--- src/rtl/ifetch_xlate.sv ---
module ifetch_xlate #(
  parameter int VA_W    = 64,
  parameter int PA_W    = 44,
  parameter int VA_IMPL = 43,
  parameter int PG_W    = 13,
  parameter int PFN_W   = 32,
  parameter int ASN_W   = 8,
  parameter int SP_HI   = 39
) (
  input  logic                       clk,
  input  logic                       rst_n,
  input  logic                       req_valid,
  input  logic [VA_W-1:0]            va,
  input  logic                       phys_mode,
  input  logic [1:0]                 sp_en,
  input  logic [1:0]                 cur_mode,
  input  logic [ASN_W-1:0]           cur_asn,
  input  logic [VA_W-1:0]            ptbr,
  input  logic                       misspec,
  output logic [VA_IMPL-PG_W-1:0]    tlb_vpn,
  output logic [ASN_W-1:0]           tlb_asn,
  input  logic                       tlb_hit,
  input  logic [PFN_W-1:0]           tlb_pfn,
  input  logic [3:0]                 tlb_xen,
  output logic [VA_W-1:0]            pa,
  output logic [1:0]                 fault,
  output logic [VA_W-1:0]            ftag,
  output logic [VA_W-1:0]            fform
);
  localparam int VPN_W = VA_IMPL - PG_W;
  localparam logic [1:0] F_NONE = 2'd0, F_ACV = 2'd1, F_MISS = 2'd2, F_MCHK = 2'd3;
  localparam logic [VA_W-1:0] PA_MASK = (VA_W'(1) << PA_W) - VA_W'(1);

  logic marker, sp_win, canon;
  logic [VA_W-1:0] raw_pa, hit_pa;
  logic [1:0] pre_fault;

  assign marker  = va[0];
  assign sp_win  = sp_en[1] && (va[VA_IMPL-1:VA_IMPL-2] == 2'b10);
  assign canon   = (&va[VA_W-1:VA_IMPL-1]) || !(|va[VA_W-1:VA_IMPL-1]);
  assign tlb_vpn = va[VA_IMPL-1:PG_W];
  assign tlb_asn = cur_asn;
  assign hit_pa  = (VA_W'(tlb_pfn) << PG_W) | VA_W'({va[PG_W-1:2], 2'b00});

  always_comb begin
    raw_pa    = '0;
    pre_fault = F_NONE;
    if (phys_mode) begin
      raw_pa = va;
    end else if (sp_win) begin
      raw_pa = VA_W'(va[SP_HI:0]);
      if (cur_mode != 2'd0) pre_fault = F_ACV;
    end else if (!canon) begin
      pre_fault = F_ACV;
    end else if (!tlb_hit) begin
      pre_fault = F_MISS;
    end else begin
      raw_pa = hit_pa;
      if (!tlb_xen[cur_mode]) pre_fault = F_ACV;
    end
  end

  always_comb begin
    if (marker) begin
      pa    = va & PA_MASK & ~VA_W'(3);
      fault = F_NONE;
    end else begin
      pa    = raw_pa;
      fault = pre_fault;
      if (pre_fault == F_NONE && |(raw_pa & ~PA_MASK)) fault = F_MCHK;
    end
    if (!req_valid) fault = F_NONE;
  end

  always_ff @(posedge clk or negedge rst_n) begin
    if (!rst_n) begin
      ftag  <= '0;
      fform <= '0;
    end else if (req_valid && fault != F_NONE && !misspec) begin
      ftag  <= va;
      fform <= ptbr | (VA_W'(va[VA_IMPL-1:PG_W]) << 3);
    end
  end

  a_r1_marker_clean: assert property (@(posedge clk) disable iff (!rst_n)
    req_valid && va[0] |-> fault == F_NONE && pa[1:0] == 2'b00);
  a_r4_superpage_user: assert property (@(posedge clk) disable iff (!rst_n)
    req_valid && !va[0] && !phys_mode && sp_win && cur_mode != 2'd0 |-> fault == F_ACV);
  a_r6_miss_needs_nohit: assert property (@(posedge clk) disable iff (!rst_n)
    fault == F_MISS |-> !tlb_hit);
  a_r9_pa_in_range: assert property (@(posedge clk) disable iff (!rst_n)
    req_valid && fault == F_NONE |-> (pa & ~PA_MASK) == '0);
  a_r10_capture_tag: assert property (@(posedge clk) disable iff (!rst_n)
    req_valid && fault != F_NONE && !misspec |=> ftag == $past(va));
  a_r11_hold_misspec: assert property (@(posedge clk) disable iff (!rst_n)
    misspec |=> $stable(ftag) && $stable(fform));
  a_r12_idle_no_fault: assert property (@(posedge clk) disable iff (!rst_n)
    !req_valid |-> fault == F_NONE);
endmodule

--- config.mk ---
export PLATFORM = sky130hd
export DESIGN_NAME = ifetch_xlate
export DESIGN_NICKNAME = d
export VERILOG_FILES = /design/src/rtl/ifetch_xlate.sv
export SDC_FILE = /design/constraint.sdc
export NUM_CORES = 1
export LEC_CHECK = 0
export CORE_AREA = 2 2 162 164
export DETAILED_ROUTE_END_ITERATION = 6
export DIE_AREA = 0 0 164 166
export GPL_ROUTABILITY_DRIVEN = 0
export GPL_TIMING_DRIVEN = 1
export PLACE_DENSITY = 0.68
export SYNTH_ARGS = -nofsm -noshare
export SYNTH_HDL_FRONTEND = slang
export SYNTH_SLANG_ARGS = --single-unit
export TNS_END_PERCENT = 100
--- constraint.sdc ---
create_clock -name clk -period 5.4 [get_ports clk]
set_input_delay 0.81 -clock clk [delete_from_list [all_inputs] [get_ports clk]]
set_output_delay 0.81 -clock clk [all_outputs]
set_load 0.03 [all_outputs]
-- Word level (Yosys, flattened, before mapping)
Cells that the tools add are included.
- register bits: 128
- input port bits: 182
- output and inout port bits: 232
- word-level logic and storage cells: 35
- $lt $le $gt $ge: 1
- equality and inequality tests: 1
- mux-type cells: 16
- bitwise operators: 2
- reduce and logical (&&, ||, !) cells: 13
- operator list (operator ; number):
    $mux 45 ; 3
    $mux 64 ; 2
    $or 64x33->64 ; 1
    $or 45x13->45 ; 1
    $reduce_and 22->1 ; 1
    $reduce_or 22->1 ; 1
    $reduce_or 20->1 ; 1
    $mux 2 ; 7
    $logic_and 1x1->1 ; 4
    $reduce_bool 2->1 ; 2
    $lt 2x3->1 const B ; 1
    $mux 1 ; 3
    $bmux 1 s2 ; 1
    $eq 2x2->1 const B ; 1
    $logic_not 1->1 ; 2
    $logic_not 2->1 ; 1
    $logic_or 1x1->1 ; 1

-- Logic depth before layout (Yosys ltp)
- word-level depth: 15
- mapped depth: 10
- gate-level depth less buffers: 6

-- Worst setup path before layout
No wires, ideal clock.
- kind: input to output
- start: in va[42]
- end: out fault[1]
- data arrival time: 2.846 ns
- required time: 4.590 ns
- slack: 1.744 ns
- cell stages on the path: 8
- path buffers: 2
- cell sequence: or3b_2 > nand3b_1 > a2bb2oi_1 > o21a_1 > clkbuf_1 > clkbuf_1 > nand2b_1 > a31oi_1
- word-level cells in the longest chain between the ends: 11
- elaborated cells on any way between the ends: 18
- those cells by class: 1 x eq/ne; 9 x mux; 8 x reduce/logical
- ends and longest elaborated chain (element ; RTL line ; text):
    start: declaration ; 13 ; input logic [VA_W-1:0] va,
    $reduce_or 22->1 ; 40 ; assign canon = (&va[VA_W-1:VA_IMPL-1]) || !(|va[VA_W-1:VA_IMPL-1]);
    $logic_not 1->1 ; 40 ;
    $logic_or 1x1->1 ; 40 ;
    $mux 45 / $mux 2 (equally long branches) ; 53 ; end else if (!canon) begin
    $mux 45 / $mux 2 (equally long branches) ; 50 ; end else if (sp_win) begin
    $mux 64 / $mux 2 (equally long branches) ; 48 ; if (phys_mode) begin
    $reduce_or 20->1 / $logic_not 2->1 (equally long branches) ; 70 ; if (pre_fault == F_NONE && |(raw_pa & ~PA_MASK)) fault = F_MCHK;
    $logic_and 1x1->1 ; 70 ;
    $mux 2 * ; 70 ;
    $mux 2 * ; 64 ; if (marker) begin
    $mux 2 * ; 72 ; if (!req_valid) fault = F_NONE;
    end: declaration ; 26 ; output logic [1:0] fault,
Every way passes the cells marked *; elsewhere a longest branch is shown, timed or not.

-- Worst setup path in the final report
- start: in va[62]
- end: out fault[1]
The elaborated chain is that of the path after synthesis.

==> run summary <==
status - finished, final reports clean
Synth top area share - 46.1%
Pins Over Slew Limit - 0
FF-to-FF End - fform[4]
# hold bufs at CTS - 0
Clock Sink Count - 128
initial core utilization - 27.1%
post-synthesis compound-gate area fraction - 27.8%
Synth Warn # - 0
Max Buffers Root-to-Sink - 2
FP Rows - 59
internal reg-to-reg setup slack - 4.53 ns
Hold Crit Class - in -> async
ANT cells - 0
PwrDens - 321 mW/mm^2
Setup crit end - fault[1]
Final period util - 87.8%
initial antenna violation count - 0
RSZ-0062 raised after global routing - false
simple-gate share of the synthesized area - 15.3%
mean post-synth cell area - 9.52 um^2
Crit Path Category - in -> out
Remaining Overflow, GRT - 0
Hold Vio Cnt, Final - 0
leading area contributor after synthesis - dfrtp_1
Synth Area in Adders - 0%
Post-CTS Setup Inserts - 0
Crit. Startpoint - va[62]
Port Buffers - 395
Synth Area in XOR/XNOR - 0%
clk_lat worst skew - 0.41 ns
setup_tns - 0 ns
Setup crit end kind - output port
Distinct cells, synth - 38
Max Clock Freq - 211 MHz
drt drc - 0
Synth top cells by count - dfrtp_1, nand2_1, o21ai_0
reg2reg path depth - 1
Avg WL per Cell - 19.9 um
CTS Buf Count - 17
Die X - 164 um
most frequent cell after synthesis - dfrtp_1
nets@finish - 1227
final setup fails - 0
die height - 166 um
post-DR vias/cell - 5.11
reg2reg start - fform[4]
total leakage power - 4.18 nW
critical path fanouts, max - 5
dpl cell area - 0.0108 mm^2
post-synthesis mux area share - 0.324%
max capacitance violation total - 0
Setup Skew - 0 ns
Top FF cell, synth - dfrtp_1
Synth Register Bits - 128
largest net degree at the start of global routing - 87
WL final - 27.7 mm
detailed placement HPWL - 19.0 mm
vias in the first global route - 7091
GRT Overall Usage - 19.8%
first-pass GRT wire length - 42.0 mm
core area - 0.0256 mm^2
Worst VDD drop - 147 uV
H-tree levels - 4
post-cts resize count - 0
root buf cell - clkbuf_16
Synth area leaders - dfrtp_1, o21ai_0, nand2_1
Ports - 414
Rel. slew slack - 37.5%
Worst EP arrival - 3.93 ns
Area Overhead vs Synth - 63.5%
CTS tree - done
main combinational cell family by area after synthesis - compound AO/OA/AOI/OAI gates
layout cell share with drive strength beyond 1 - 8.60%
Die Footprint - 0.0272 mm^2
sequential area share after synthesis - 46.1%
Worst-path clk slew - 0.07 ns
measured slew at the worst slew-check pin - 0.935 ns
Post-synth ARST share - 100%
min cycle time layout - 4.74 ns
drt pass-1 iters - 7
Starting DRT DRC Count - 579
via count - 7124
Antenna Nets Post-Route - 0
syn_nets - 911
Mapped Area - 0.00694 mm^2
CP Launch Type - primary input
Worst EP required - 4.59 ns
number of enable flip-flop cells after synthesis - 0
Final Cell Area - 0.0113 mm^2
Synth Instances - 729
how the worst min path moves through the flow:
stage	to	depth (start not counted)	from	slack (ns)
final	fform[29]	1	rst_n	0.45
after global routing	ftag[43]	1	rst_n	0.51
after CTS	ftag[49]	1	rst_n	0.48
after detailed placement	fform[24]	1	fform[24]	0.52
after global placement	fform[3]	1	fform[3]	0.51
after floorplan	fform[0]	0	rst_n	0.51
cells by family (layout without fill, tap and decap cells):
family,count (synthesis),after routing
AOI/OAI and AO/OA,267,267
and+or+nand+nor,215,215
DFF,128,128
buffers and inverters,117,446
other,1,1
muxes,1,1
cells in the final DEF, fill, tap and decap left out, types with 7 or more instances in the layout:
cell type	Yosys	routed
clkbuf_16	0	17
o32a_1	30	30
nor4_1	8	8
nand4_1	8	8
and2_1	30	30
or3_1	32	32
o21ai_0	102	102
o22ai_1	67	67
nand2_1	112	112
a22o_1	27	27
clkdlybuf4s50_1	0	394
nor2_1	9	7
buf_4	40	14
o22ai_2	31	30
dfrtp_1	128	128
per-stage QoR:
| stage | util (%) | worst slack [ns] | instances | hold WS (ns) | power, mW |
|---|---|---|---|---|---|
| after floorplan | - | 1.74 | 729 | 0.514 | 1.94 |
| after global routing | 44.3 | 0.493 | 1393 | 0.506 | 3.83 |
| after global placement | 42.2 | 0.780 | 1361 | 0.506 | 2.57 |
| after CTS | 44.3 | 0.707 | 1393 | 0.477 | 3.69 |
| after detailed placement | 42.2 | 0.718 | 1361 | 0.515 | 2.58 |
| final | 44.3 | 0.659 | 1393 | 0.452 | 3.65 |
worst max-delay path, stage by stage:
cell,delay [ns]
clkdlybuf4s50_1,0.51
nor4_2,0.38
nand2_1,0.13
or4_4,0.51
a211oi_2,0.45
nand2b_1,0.10
a31oi_1,0.25
clkdlybuf4s50_1,0.79
flip-flops by register name (all words and copies together), names as in the netlist:
register	flops
fform	64
ftag	64
layer usage:
layer	GRT usage (%)	share of wire, %	wire length, um
met5	0	0	0
met2	32.7	49	13400
met4	6.14	2.2	608
met3	6.09	8.1	2240
met1	24.7	41	11400
layout make-up:
type	count	area, um^2
well taps	335	419
multi-input cells	484	3070
repair buffers	411	4100
clock buffers	19	443
fillers	2536	14300
clock inverters	13	104
flip-flops and latches	128	3200
inverters	3	11.3
report_power, final:
group	total (mW)	internal, mW	switching, mW
Clock	1.08	0.607	0.477
Sequential	1.21	1.12	0.0844
Combinational	1.36	0.599	0.758
Total	3.65	2.33	1.32
No activity file was read; power rests on OpenSTA's default activity.
